File: config.mk
export PLATFORM = sky130hd
export DESIGN_NAME = pfbus_top
export DESIGN_NICKNAME = d
export VERILOG_FILES = /design/src/rtl/pfbus_pkg.sv /design/src/rtl/pfbus_sync.sv /design/src/rtl/pfbus_ctrl.sv /design/src/rtl/pfbus_dp.sv /design/src/rtl/pfbus_top.sv
export SDC_FILE = /design/constraint.sdc
export NUM_CORES = 1
export LEC_CHECK = 0
export BUFFER_PORTS_ARGS = -buffer_cell sky130_fd_sc_hd__buf_2
export CAP_MARGIN = 10
export CELL_PAD_IN_SITES_DETAIL_PLACEMENT = 0
export CELL_PAD_IN_SITES_GLOBAL_PLACEMENT = 2
export CORE_ASPECT_RATIO = 1.5
export CORE_MARGIN = 3
export CORE_UTILIZATION = 25
export DETAILED_ROUTE_END_ITERATION = 8
export PLACE_DENSITY = 0.57
export SETUP_SLACK_MARGIN = 0.2
export SYNTH_ARGS = -nofsm -noshare
export SYNTH_HDL_FRONTEND = slang
export SYNTH_SLANG_ARGS = --single-unit
File: constraint.sdc
create_clock -name clk -period 3.1 [get_ports clk]
set_input_delay 0.155 -clock clk [delete_from_list [all_inputs] [get_ports clk]]
set_output_delay 0.155 -clock clk [all_outputs]
set_load 0.01 [all_outputs]
File: src/rtl/pfbus_pkg.sv
package pfbus_pkg;
  // strobes from control to datapath
  typedef struct packed {
    logic memRd;
    logic memWr;
    logic regRd;
    logic regWr;
    logic capture;
    logic useHeld;
    logic drive;
    logic selReg;
  } strobe_t;
endpackage

File: src/rtl/pfbus_sync.sv
module pfbus_sync #(
  parameter int WIDTH = 1,
  parameter int STAGES = 2,
  parameter logic [WIDTH-1:0] RESET_VAL = '0
) (
  input  logic             clk,
  input  logic             rstN,
  input  logic [WIDTH-1:0] d,
  output logic [WIDTH-1:0] q
);
  logic [WIDTH-1:0] stage [STAGES];

  for (genvar g = 0; g < STAGES; g++) begin : gStage
    always_ff @(posedge clk or negedge rstN) begin
      if (!rstN) stage[g] <= RESET_VAL;
      else if (g == 0) stage[g] <= d;
      else stage[g] <= stage[(g == 0) ? 0 : g - 1];
    end
  end

  assign q = stage[STAGES-1];
endmodule

File: src/rtl/pfbus_ctrl.sv
module pfbus_ctrl
  import pfbus_pkg::*;
#(
  parameter int SYNC_STAGES = 2,
  parameter int RECOVERY_CYCLES = 6250000
) (
  input  logic    clk,
  input  logic    rstN,
  input  logic    powerFail,
  input  logic    ceN,
  input  logic    csN,
  input  logic    weN,
  input  logic    oeN,
  output strobe_t strobes,
  output logic    busInvalid,
  output logic    accessBlocked
);
  localparam int CNT_W = $clog2(RECOVERY_CYCLES + 1);
  localparam logic [CNT_W-1:0] CNT_LOAD = CNT_W'(RECOVERY_CYCLES);

  logic [4:0] syncOut;
  logic sPf, sCe, sCs, sWe, sOe;
  logic [CNT_W-1:0] recoverCnt;
  logic blocked, invalid;
  logic memWrNow, regWrNow, memRdNow, regRdNow;
  logic wasMemWr, wasRegWr;

  pfbus_sync #(.WIDTH(5), .STAGES(SYNC_STAGES), .RESET_VAL(5'h1F)) uCtlSync (
    .clk(clk), .rstN(rstN),
    .d({powerFail, ceN, csN, weN, oeN}),
    .q(syncOut)
  );
  assign {sPf, sCe, sCs, sWe, sOe} = syncOut;

  // lockout counter: reloaded while failed, drains afterwards
  always_ff @(posedge clk or negedge rstN) begin
    if (!rstN) recoverCnt <= CNT_LOAD;
    else if (sPf) recoverCnt <= CNT_LOAD;
    else if (recoverCnt != '0) recoverCnt <= recoverCnt - 1'b1;
  end

  assign blocked  = powerFail | sPf | (recoverCnt != '0);
  assign invalid  = !blocked && !sCe && !sCs;

  assign memWrNow = !blocked && sCs && !sCe && !sWe;
  assign regWrNow = !blocked && !sCs && sCe && !sWe;
  assign memRdNow = !blocked && sCs && !sCe && sWe;
  assign regRdNow = !blocked && !sCs && sCe && sWe;

  always_ff @(posedge clk or negedge rstN) begin
    if (!rstN) begin
      wasMemWr <= 1'b0;
      wasRegWr <= 1'b0;
    end else begin
      wasMemWr <= memWrNow;
      wasRegWr <= regWrNow;
    end
  end

  always_comb begin
    strobes         = '0;
    strobes.memRd   = memRdNow;
    strobes.regRd   = regRdNow;
    strobes.memWr   = wasMemWr && !memWrNow && !blocked && !invalid;
    strobes.regWr   = wasRegWr && !regWrNow && !blocked && !invalid;
    strobes.capture = memWrNow | regWrNow;
    strobes.useHeld = strobes.memWr | strobes.regWr;
    strobes.drive   = (memRdNow | regRdNow) && !sOe;
    strobes.selReg  = regRdNow;
  end

  assign busInvalid    = invalid;
  assign accessBlocked = blocked;
endmodule

File: src/rtl/pfbus_dp.sv
module pfbus_dp
  import pfbus_pkg::*;
#(
  parameter int ADDR_W = 20,
  parameter int DATA_W = 8,
  parameter int REG_ADDR_W = 4,
  parameter int SYNC_STAGES = 2
) (
  input  logic                  clk,
  input  logic                  rstN,
  input  strobe_t               strobes,
  input  logic [ADDR_W-1:0]     addrIn,
  input  logic [DATA_W-1:0]     dqIn,
  input  logic [DATA_W-1:0]     memRdData,
  input  logic [DATA_W-1:0]     regRdData,
  output logic [ADDR_W-1:0]     memAddr,
  output logic [REG_ADDR_W-1:0] regAddr,
  output logic [DATA_W-1:0]     wrData,
  output logic [DATA_W-1:0]     dqOut,
  output logic                  dqOe
);
  localparam int BUS_W = ADDR_W + DATA_W;

  logic [BUS_W-1:0]  syncBus;
  logic [ADDR_W-1:0] sAddr, heldAddr, curAddr;
  logic [DATA_W-1:0] sData, heldData;

  pfbus_sync #(.WIDTH(BUS_W), .STAGES(SYNC_STAGES), .RESET_VAL('0)) uBusSync (
    .clk(clk), .rstN(rstN),
    .d({addrIn, dqIn}),
    .q(syncBus)
  );
  assign {sAddr, sData} = syncBus;

  // hold the last in-window address and data for the commit cycle
  always_ff @(posedge clk or negedge rstN) begin
    if (!rstN) begin
      heldAddr <= '0;
      heldData <= '0;
    end else if (strobes.capture) begin
      heldAddr <= sAddr;
      heldData <= sData;
    end
  end

  assign curAddr = strobes.useHeld ? heldAddr : sAddr;
  assign memAddr = curAddr;
  assign regAddr = curAddr[REG_ADDR_W-1:0];
  assign wrData  = heldData;
  assign dqOut   = strobes.selReg ? regRdData : memRdData;
  assign dqOe    = strobes.drive;
endmodule

File: src/rtl/pfbus_top.sv
module pfbus_top
  import pfbus_pkg::*;
#(
  parameter int ADDR_W = 20,
  parameter int DATA_W = 8,
  parameter int REG_ADDR_W = 4,
  parameter int SYNC_STAGES = 2,
  parameter int RECOVERY_CYCLES = 6250000
) (
  input  logic                  clk,
  input  logic                  rstN,
  input  logic                  powerFail,
  input  logic                  ceN,
  input  logic                  csN,
  input  logic                  weN,
  input  logic                  oeN,
  input  logic [ADDR_W-1:0]     addrIn,
  input  logic [DATA_W-1:0]     dqIn,
  output logic [DATA_W-1:0]     dqOut,
  output logic                  dqOe,
  output logic [ADDR_W-1:0]     memAddr,
  output logic                  memRdEn,
  output logic                  memWrEn,
  output logic [DATA_W-1:0]     memWrData,
  input  logic [DATA_W-1:0]     memRdData,
  output logic [REG_ADDR_W-1:0] regAddr,
  output logic                  regRdEn,
  output logic                  regWrEn,
  output logic [DATA_W-1:0]     regWrData,
  input  logic [DATA_W-1:0]     regRdData,
  output logic                  busInvalid,
  output logic                  accessBlocked
);
  strobe_t strobes;
  logic [DATA_W-1:0] wrData;

  pfbus_ctrl #(.SYNC_STAGES(SYNC_STAGES), .RECOVERY_CYCLES(RECOVERY_CYCLES)) uCtrl (
    .clk(clk), .rstN(rstN), .powerFail(powerFail),
    .ceN(ceN), .csN(csN), .weN(weN), .oeN(oeN),
    .strobes(strobes), .busInvalid(busInvalid), .accessBlocked(accessBlocked)
  );

  pfbus_dp #(.ADDR_W(ADDR_W), .DATA_W(DATA_W), .REG_ADDR_W(REG_ADDR_W),
             .SYNC_STAGES(SYNC_STAGES)) uDp (
    .clk(clk), .rstN(rstN), .strobes(strobes),
    .addrIn(addrIn), .dqIn(dqIn),
    .memRdData(memRdData), .regRdData(regRdData),
    .memAddr(memAddr), .regAddr(regAddr), .wrData(wrData),
    .dqOut(dqOut), .dqOe(dqOe)
  );

  assign memRdEn   = strobes.memRd;
  assign memWrEn   = strobes.memWr;
  assign regRdEn   = strobes.regRd;
  assign regWrEn   = strobes.regWr;
  assign memWrData = wrData;
  assign regWrData = wrData;
endmodule

# Word-level counts from Yosys, hierarchy flattened
# Index checks and enable logic that the tools add are counted.
[word_totals]
ff_bits = 119
output_inout_bits = 55
[classes]
add_sub_neg = 1
mux = 4
bitwise_logic = 5
reduce_logical = 27
[ops]
columns = ["op", "count"]
rows = [
  ["23-bit 2-to-1 mux", 2],
  ["23-bit nonzero test", 1],
  ["23-bit by 1-bit subtractor with 23-bit output, second input constant", 1],
  ["20-bit 2-to-1 mux", 1],
  ["1-bit logical AND", 17],
  ["1-bit logical NOT", 8],
  ["8-bit 2-to-1 mux", 1],
  ["1-bit bitwise OR", 5],
  ["2-bit nonzero test", 1],
]

# Logic depth before layout (Yosys ltp)
# Gate-level depths: netlist (run 1).
[depth]
ltp_word = 12
mapped_depth = 8
depth_no_buf = 6

# Modules after synthesis
# Synthesis (run 1) repeated with hierarchy kept, for this count alone.
[unflattened]
hier_cells = 380
area_unflattened_um2 = 5129.9
[modules_own_cells]
columns = ["mod", "instances", "cells_per_inst", "area_per_inst_um2", "seq_area_each_um2"]
rows = [
  ["pfbus_ctrl", 1, 178, 1647.8, 640.6],
  ["pfbus_sync at uDp.uBusSync", 1, 84, 1611.5, 1401.3],
  ["pfbus_dp", 1, 95, 1510.2, 700.7],
  ["pfbus_sync at uCtrl.uCtlSync", 1, 15, 300.3, 262.8],
  ["pfbus_top", 1, 8, 60.1, 0.0],
]

# Worst setup path after synthesis (run 1)
# OpenSTA, ideal clock, no wires.
[synth_path]
path_kind = "register -> register"
from = "register uCtrl.recoverCnt[13]"
to = "register uDp.heldAddr[10]"
setup_time_ns = 0.125
arrival_time_ns = 2.554
setup_slack_ns = 0.421
stages_incl_launch_ff = 9
path_buffers = 4
synth_period_minus_slack_ns = 2.679
cell_sequence = "dfrtp_1 > or4_1 > buf_2 > or4b_4 > buf_6 > nor4b_4 > buf_6 > buf_12 > mux2_4"
[synth_via]
elab_chain_cells = 7
word_cells_on_any_way = 10
classes_between = "2 x bitwise; 8 x reduce/logical"
[synth_rtl]
columns = ["element", "line", "source"]
rows = [
  ["start, declared", "pfbus_ctrl.sv:23", "logic [CNT_W-1:0] recoverCnt;"],
  ["start signal, assigned", "pfbus_ctrl.sv:39", "else if (recoverCnt != '0) recoverCnt <= recoverCnt - 1'b1;"],
  ["23-bit nonzero test *", "pfbus_ctrl.sv:42", "assign blocked = powerFail | sPf | (recoverCnt != '0);"],
  ["1-bit bitwise OR *", "pfbus_ctrl.sv:42", ""],
  ["1-bit logical NOT *", "pfbus_ctrl.sv:45, pfbus_ctrl.sv:46", ""],
  ["1-bit logical AND, on equally long branches (3 in a row)", "pfbus_ctrl.sv:45, pfbus_ctrl.sv:46", ""],
  ["1-bit bitwise OR *", "pfbus_ctrl.sv:66", "strobes.capture = memWrNow | regWrNow;"],
  ["end signal, assigned", "pfbus_dp.sv:41", "heldAddr <= sAddr;"],
  ["end, declared", "pfbus_dp.sv:25", "logic [ADDR_W-1:0] sAddr, heldAddr, curAddr;"],
]
# Every way passes the cells marked *; elsewhere a longest branch is shown, timed or not.
# A chain may end at the register's enable or synchronous reset.

# Final worst setup path (run 1)
[layout_path]
from = "register uCtrl.recoverCnt[13]"
to = "output port memAddr[3]"
[layout_via]
elab_chain_cells = 12
word_cells_on_any_way = 22
classes_between = "1 x mux; 2 x bitwise; 19 x reduce/logical"
[layout_rtl]
columns = ["element", "line", "source"]
rows = [
  ["23-bit nonzero test *", "pfbus_ctrl.sv:42", ""],
  ["1-bit bitwise OR *", "pfbus_ctrl.sv:42", ""],
  ["1-bit logical NOT *", "--", ""],
  ["1-bit logical AND, on equally long branches (3 in a row)", "pfbus_ctrl.sv:45, pfbus_ctrl.sv:46", ""],
  ["1-bit logical NOT, on equally long branches", "pfbus_ctrl.sv:64, pfbus_ctrl.sv:65", ""],
  ["1-bit logical AND, on equally long branches (3 in a row)", "pfbus_ctrl.sv:64, pfbus_ctrl.sv:65", ""],
  ["1-bit bitwise OR *", "pfbus_ctrl.sv:67", "strobes.useHeld = strobes.memWr | strobes.regWr;"],
  ["20-bit 2-to-1 mux *", "pfbus_dp.sv:46", "assign curAddr = strobes.useHeld ? heldAddr : sAddr;"],
  ["end, declared", "pfbus_top.sv:21", "output logic [ADDR_W-1:0] memAddr,"],
]
# Marked as above.

==> metrics.csv, run 1 <==
metric,value,unit
fraction of layout cells with a size suffix above 1,49.90,%
Port Buf Inserts,105,
Global Route Usage Sum,10.64,%
CP arrival,2.68,ns
H-tree levels,4,
CP Launch Type,register,
Worst-Margin Slew,1.005,ns
Pleak,0.002910,µW
worst path required time,2.94,ns
DP Wirelength,7131,µm
CTS Buf Count,17,
"Cell Area, Synth",4812,µm²
Initial Util,25.73,%
antenna cells,0,
filler cell count,1855,
"most common cell after layout, fill and taps aside",buf_2,
post-route ant nets,0,
PwrDens,577.0,nW/µm²
P&R area growth vs syn,35.57,%
Worst Setup End Kind,output pin,
"EDFF count, synth",0,
Synth area leader,dfrtp_1,
detailed-route wire length,10700,µm
Synthesis Warnings,0,
Hold EP,uDp.uBusSync.q[0]$_DFF_PN0_,
First-pass DRT Iterations,4,
"Async S/R FF share, synth",100.0,%
reg2reg start,uCtrl.recoverCnt[13]$_DFFE_PN0P_,
Row Count,61,
syn nets,391,
reg2reg setup slack,0.35,ns
CP max FO,20,
Clock transition at path regs,0.06,ns
die height,175.9,µm
CTS tree,yes,
initial antenna violation count,0,
run status,completed,
sequential-to-total area share from yosys stat,62.45,%
GP Congestion,0.7320,
first-pass GRT wire length,17180,µm
Vias,3162,
Crit Path Class,reg -> out,
syn_area_per_cell,14.24,µm²
clk_lat worst skew,0.42,ns
fin nets,531,
Setup-failing EPs final,0,
unique cell type count in the Yosys netlist,42,
setup_tns,0,ns
Tcrit/Tclk final,91.55,%
Syn Inst Count,338,
remaining global-route overflow,0,
Die X,119.3,µm
most frequent cells in the layout,"buf_2 (104), dfrtp_1 (97), mux2_2 (43)",
reg2reg path depth,5,
via-per-instance ratio,4.256,
clock sinks,119,
post-synth top area share,50.44,%
core area,18700,µm²
fin. max-slew vios,0,
clock skew,0.006844,ns
Worst slew margin,33.01,%
Peak VDD IR,0.3506,mV
RR Endpoint,uDp.heldAddr[2]$_DFFE_PN0P_,
I/O pin count,106,
total of max-cap violations,0,
overall power,3764,µW
Final Hold Violating Endpoints,0,
"FF+latch count, synth",119,
Iter 0 DRT Violations,130,
top post-synthesis cells by area,"dfrtp_1 (50%), dfstp_2 (12%), mux2_2 (10%)",
FMAX,0.3523,GHz
largest net degree at the start of global routing,79,
drt wl/cell,14.39,µm
Hold Crit Depth,0,
Hold Crit Start,uDp.uBusSync.stage[28]$_DFF_PN0_,
clock buffer depth,2,
final worst path period need,2.838,ns
clk root buf,clkbuf_16,
via count of the first global-routing pass,3253,
die area,20980,µm²
worst min path class,reg -> reg,
RSZ-0062 raised after global routing,true,
"Primary FF master, synth",dfrtp_1,
DR DRC count,0,
==> metal layers <==
layer | global-route usage, % | wire (µm) | vias to the layer above
met4 | 4.737 | 198 | 0
met1 | 12.35 | 4427 | 1601
li1 | - | - | 1483
met5 | 0 | 0 | -
met2 | 17.81 | 5615 | 65
met3 | 3.512 | 453 | 13
==> area by class of cell <==
class	count	area [µm²]	share of cell area [%]
Sequential cell	119	3005	46.07
Multi-Input combinational cell	186	1647	25.24
Timing Repair Buffer	149	980.9	15.04
Clock buffer	18	429.2	6.578
Tap cell	252	315.3	4.833
Clock inverter	14	127.6	1.956
Inverter	5	18.77	0.2877
==> through the flow <==
stage               setup slack (ns)  instance area, µm²  hold WS (ns)  std cells  utilization, %
floorplan                     0.4213                4812       -0.1406        338               -
global placement              0.3280                5540        0.2637        675           29.63
detailed placement            0.2869                5540        0.2615        675           29.63
CTS                           0.1960                6484        0.3423        743           34.67
global route                  0.1596                6524        0.3459        743           34.89
finish                        0.2619                6524        0.3424        743           34.89
==> kinds of logic after synthesis <==
logic type | after synthesis | synth area share, %
AOI/OAI and AO/OA | 28 | 3.848
xor gates and xnor gates | 1 | 0.1820
adders and majority gates | 2 | 0.5199
buffers and inverters | 33 | 4.550
DFF | 119 | 62.45
muxes | 68 | 17.34
and+or+nand+nor | 87 | 11.10
==> where the power goes <==
part	leakage [µW]	switching [µW]	internal [µW]
logic	0.00120	130	135
clock network	0.000263	723	1100
registers	0.00145	43.8	1630
==> registers in the layout (all words and copies together), names as in the netlist <==
| signal | count |
|---|---|
| uDp.heldAddr | 20 |
| uCtrl.uCtlSync.stage | 5 |
| uDp.wrData | 8 |
| uCtrl.wasMemWr | 1 |
| uCtrl.uCtlSync.q | 5 |
| uDp.uBusSync.stage | 28 |
| uCtrl.recoverCnt | 23 |
| uDp.uBusSync.q | 28 |
| uCtrl.wasRegWr | 1 |
==> Yosys cell counts, types with 4 or more instances <==
| cell type | number |
|---|---|
| o31ai_1 | 6 |
| nor2b_1 | 14 |
| mux2_2 | 43 |
| clkbuf_1 | 10 |
| mux2_4 | 20 |
| nand2_1 | 5 |
| nor4_1 | 7 |
| or4_1 | 8 |
| inv_1 | 5 |
| nand3_1 | 8 |
| nor3b_1 | 4 |
| buf_4 | 12 |
| a21oi_1 | 9 |
| dfstp_2 | 22 |
| mux2i_1 | 5 |
| nor3_1 | 5 |
| dfrtp_1 | 97 |
| nor2_1 | 18 |
==> worst max-delay path, cell delays in order (launching register included) <==
cell	delay, ns
dfrtp_1	0.40
or4_4	0.58
nor4b_4	0.30
buf_4	0.19
nand4_1	0.13
buf_12	0.20
mux2_2	0.30
buf_2	0.15
==> repair_timing <==
item                       in CTS  in global routing
setup endpoints to repair      36                 37
pin swaps                       0                  1
hold endpoints to repair      108                  0
buffers inserted                2                  0
resized for setup               6                  8
hold buffers                   34                  0
==> how the worst max path moves through the flow <==
stage                                    to  cells after the start                             start
6_report                         memAddr[3]                      7  uCtrl.recoverCnt[13]$_DFFE_PN0P_
5_1_grt                          memAddr[3]                      7  uCtrl.recoverCnt[13]$_DFFE_PN0P_
4_1_cts                          memAddr[3]                      7   uCtrl.recoverCnt[5]$_DFFE_PN0P_
3_5_place_dp    uDp.heldAddr[2]$_DFFE_PN0P_                      5  uCtrl.recoverCnt[13]$_DFFE_PN0P_
3_3_place_gp      uDp.wrData[7]$_DFFE_PN0P_                      5  uCtrl.recoverCnt[13]$_DFFE_PN0P_
2_1_floorplan  uDp.heldAddr[10]$_DFFE_PN0P_                      8  uCtrl.recoverCnt[13]$_DFFE_PN0P_
Power figures use the tool's default switching activity.
==> inputs of run 2 (changes only) <==
--- a/config.mk
+++ b/config.mk
@@ -13,7 +13,8 @@
 export CORE_MARGIN = 3
 export CORE_UTILIZATION = 25
 export DETAILED_ROUTE_END_ITERATION = 8
-export PLACE_DENSITY = 0.57
+export MAX_ROUTING_LAYER = met4
+export PLACE_DENSITY = 0.63
 export SETUP_SLACK_MARGIN = 0.2
 export SYNTH_ARGS = -nofsm -noshare
 export SYNTH_HDL_FRONTEND = slang
==> run 2 against run 1 <==
Global-route usage increased by 0.42 points. Wire length shrank 0.16%. Sequential power barely moved. Count of clock-buffer cells in the layout unchanged. Critical endpoint is now dqOut[3]. First-iteration DRC count down 24%. Sequential share of layout area decreased by 0.071 points. Die area is the same. Worst hold slack barely moved. Worst setup slack improved by 0.084 ns. Sequential cell count unchanged.
==> metrics.csv, run 2 (synthesis gave the netlist of run 1 again) <==
metric,value,unit
Setup crit start,uCtrl.recoverCnt[13]$_DFFE_PN0P_,
antenna cells,0,
CP arrival,2.60,ns
reg2reg path depth,5,
post-route cell area,6534,µm²
setup_tns,0,ns
P&R area growth vs syn,35.78,%
Pleak,0.002917,µW
core area,18700,µm²
detailed-route wire length,10680,µm
CP Cell Sequence,or4_4 -> nor4b_4 -> buf_4 -> nand4_4 -> mux2_2 -> buf_2,
GP Congestion,0.7577,
fraction of layout cells with a size suffix above 1,49.69,%
H-tree levels,4,
CP max FO,9,
largest net degree at the start of global routing,66,
FMAX,0.3631,GHz
reg2reg start,uCtrl.recoverCnt[13]$_DFFE_PN0P_,
Worst slew margin,42.44,%
Vias,3112,
CP max stage delay,0.60,ns
DR DRC count,0,
First-pass DRT Iterations,4,
reg2reg setup slack,0.36,ns
Final Hold Violating Endpoints,0,
"slowest stage cell, crit path",or4_4,
most frequent cells in the layout,"buf_2 (104), dfrtp_1 (97), mux2_2 (43)",
Crit Path Class,reg -> out,
Global Route Usage Sum,11.06,%
Die X,119.3,µm
via-per-instance ratio,4.188,
RSZ-0062 raised after global routing,false,
register area,3005,µm²
drt wl/cell,14.37,µm
Clock transition at path regs,0.06,ns
initial antenna violation count,0,
critical path depth,6,
clk_lat worst skew,0.41,ns
via count of the first global-routing pass,3335,
worst min path class,reg -> reg,
Tcrit/Tclk final,88.84,%
worst path required time,2.94,ns
CTS Buf Count,17,
crit-path leading delay family,simple AND/OR/NAND/NOR gates,
Min Hold Slack,0.3428,ns
Iter 0 DRT Violations,99,
clock sinks,119,
Initial Util,25.73,%
clk root buf,clkbuf_16,
clock skew,0.01148,ns
RR Endpoint,uDp.heldAddr[2]$_DFFE_PN0P_,
Setup-failing EPs final,0,
run status,completed,
post-place instance area,5540,µm²
die area,20980,µm²
Final Core Density,34.94,%
CTS tree,yes,
Row Count,61,
Worst Setup End Kind,output pin,
I/O pin count,106,
first-pass GRT wire length,17710,µm
Port Buf Inserts,105,
clock buffer depth,2,
remaining global-route overflow,0,
Peak VDD IR,0.3330,mV
"most common cell after layout, fill and taps aside",buf_2,
final worst path period need,2.754,ns
CP bufs+invs,2,
die height,175.9,µm
multi-input logic area,1638,µm²
PwrDens,590.6,nW/µm²
DP Wirelength,7075,µm
Worst-Margin Slew,0.8634,ns
overall power,3859,µW
post-route ant nets,0,
total of max-cap violations,0,
Hold Crit Depth,0,
fin. max-slew vios,0,
Setup crit end,dqOut[3],
CP Launch Type,register,
filler cell count,1840,
fin nets,531,
==> run 2: changes by cell type in the layout (fill, tap and decap cells not counted), sizes merged <==
cell    before  now
bufinv       1    2
clkinv       7    6
==> run 2: cell type report <==
class / instances / area share, %
Tap cell: 252 / 4.826
Timing Repair Buffer: 149 / 14.82
Clock inverter: 14 / 2.279
Inverter: 5 / 0.2872
Multi-Input combinational cell: 186 / 25.07
Clock buffer: 18 / 6.722
Sequential cell: 119 / 46.00
==> run 2: worst min path at each step <==
stage	slack, ns	from	to
4_1_cts	0.34	uDp.uBusSync.stage[29]$_DFF_PN0_	uDp.uBusSync.q[1]$_DFF_PN0_
5_1_grt	0.35	uDp.uBusSync.stage[29]$_DFF_PN0_	uDp.uBusSync.q[1]$_DFF_PN0_
3_5_place_dp	0.26	csN	uCtrl.uCtlSync.stage[7]$_DFF_PN1_
6_report	0.34	uDp.uBusSync.stage[29]$_DFF_PN0_	uDp.uBusSync.q[1]$_DFF_PN0_
3_3_place_gp	0.26	weN	uCtrl.uCtlSync.stage[6]$_DFF_PN1_
2_1_floorplan	-0.14	rstN	uCtrl.recoverCnt[0]$_DFFE_PN0P_
==> run 2: through the flow <==
step	cells	setup WS, ns
after floorplan	338	0.4213
after global placement	675	0.3364
after detailed placement	675	0.3013
after CTS	741	0.2167
after global routing	743	0.2228
final	743	0.3459
==> run 2: per-layer routing <==
metal / GRT usage (%) / up-vias / wire length [µm]
met4: 3.915 / 0 / 121
met3: 3.318 / 9 / 378
met1: 12.98 / 1564 / 4529
met2: 18.00 / 61 / 5648
li1: - / 1478 / -
met5: - / - / 0
==> run 2: timing repair <==
item	CTS	global route
hold endpoints to repair	81	0
endpoints found under the setup margin	38	26
resized for setup	6	3
hold buffers	34	0
setup buffers	0	2
==> run 2: power by group <==
group          total (µW)  internal, µW  leakage, µW  switching, µW
clock network        1920          1210     0.000279            717
registers            1670          1630      0.00145           43.4
logic                 263           135      0.00119            128
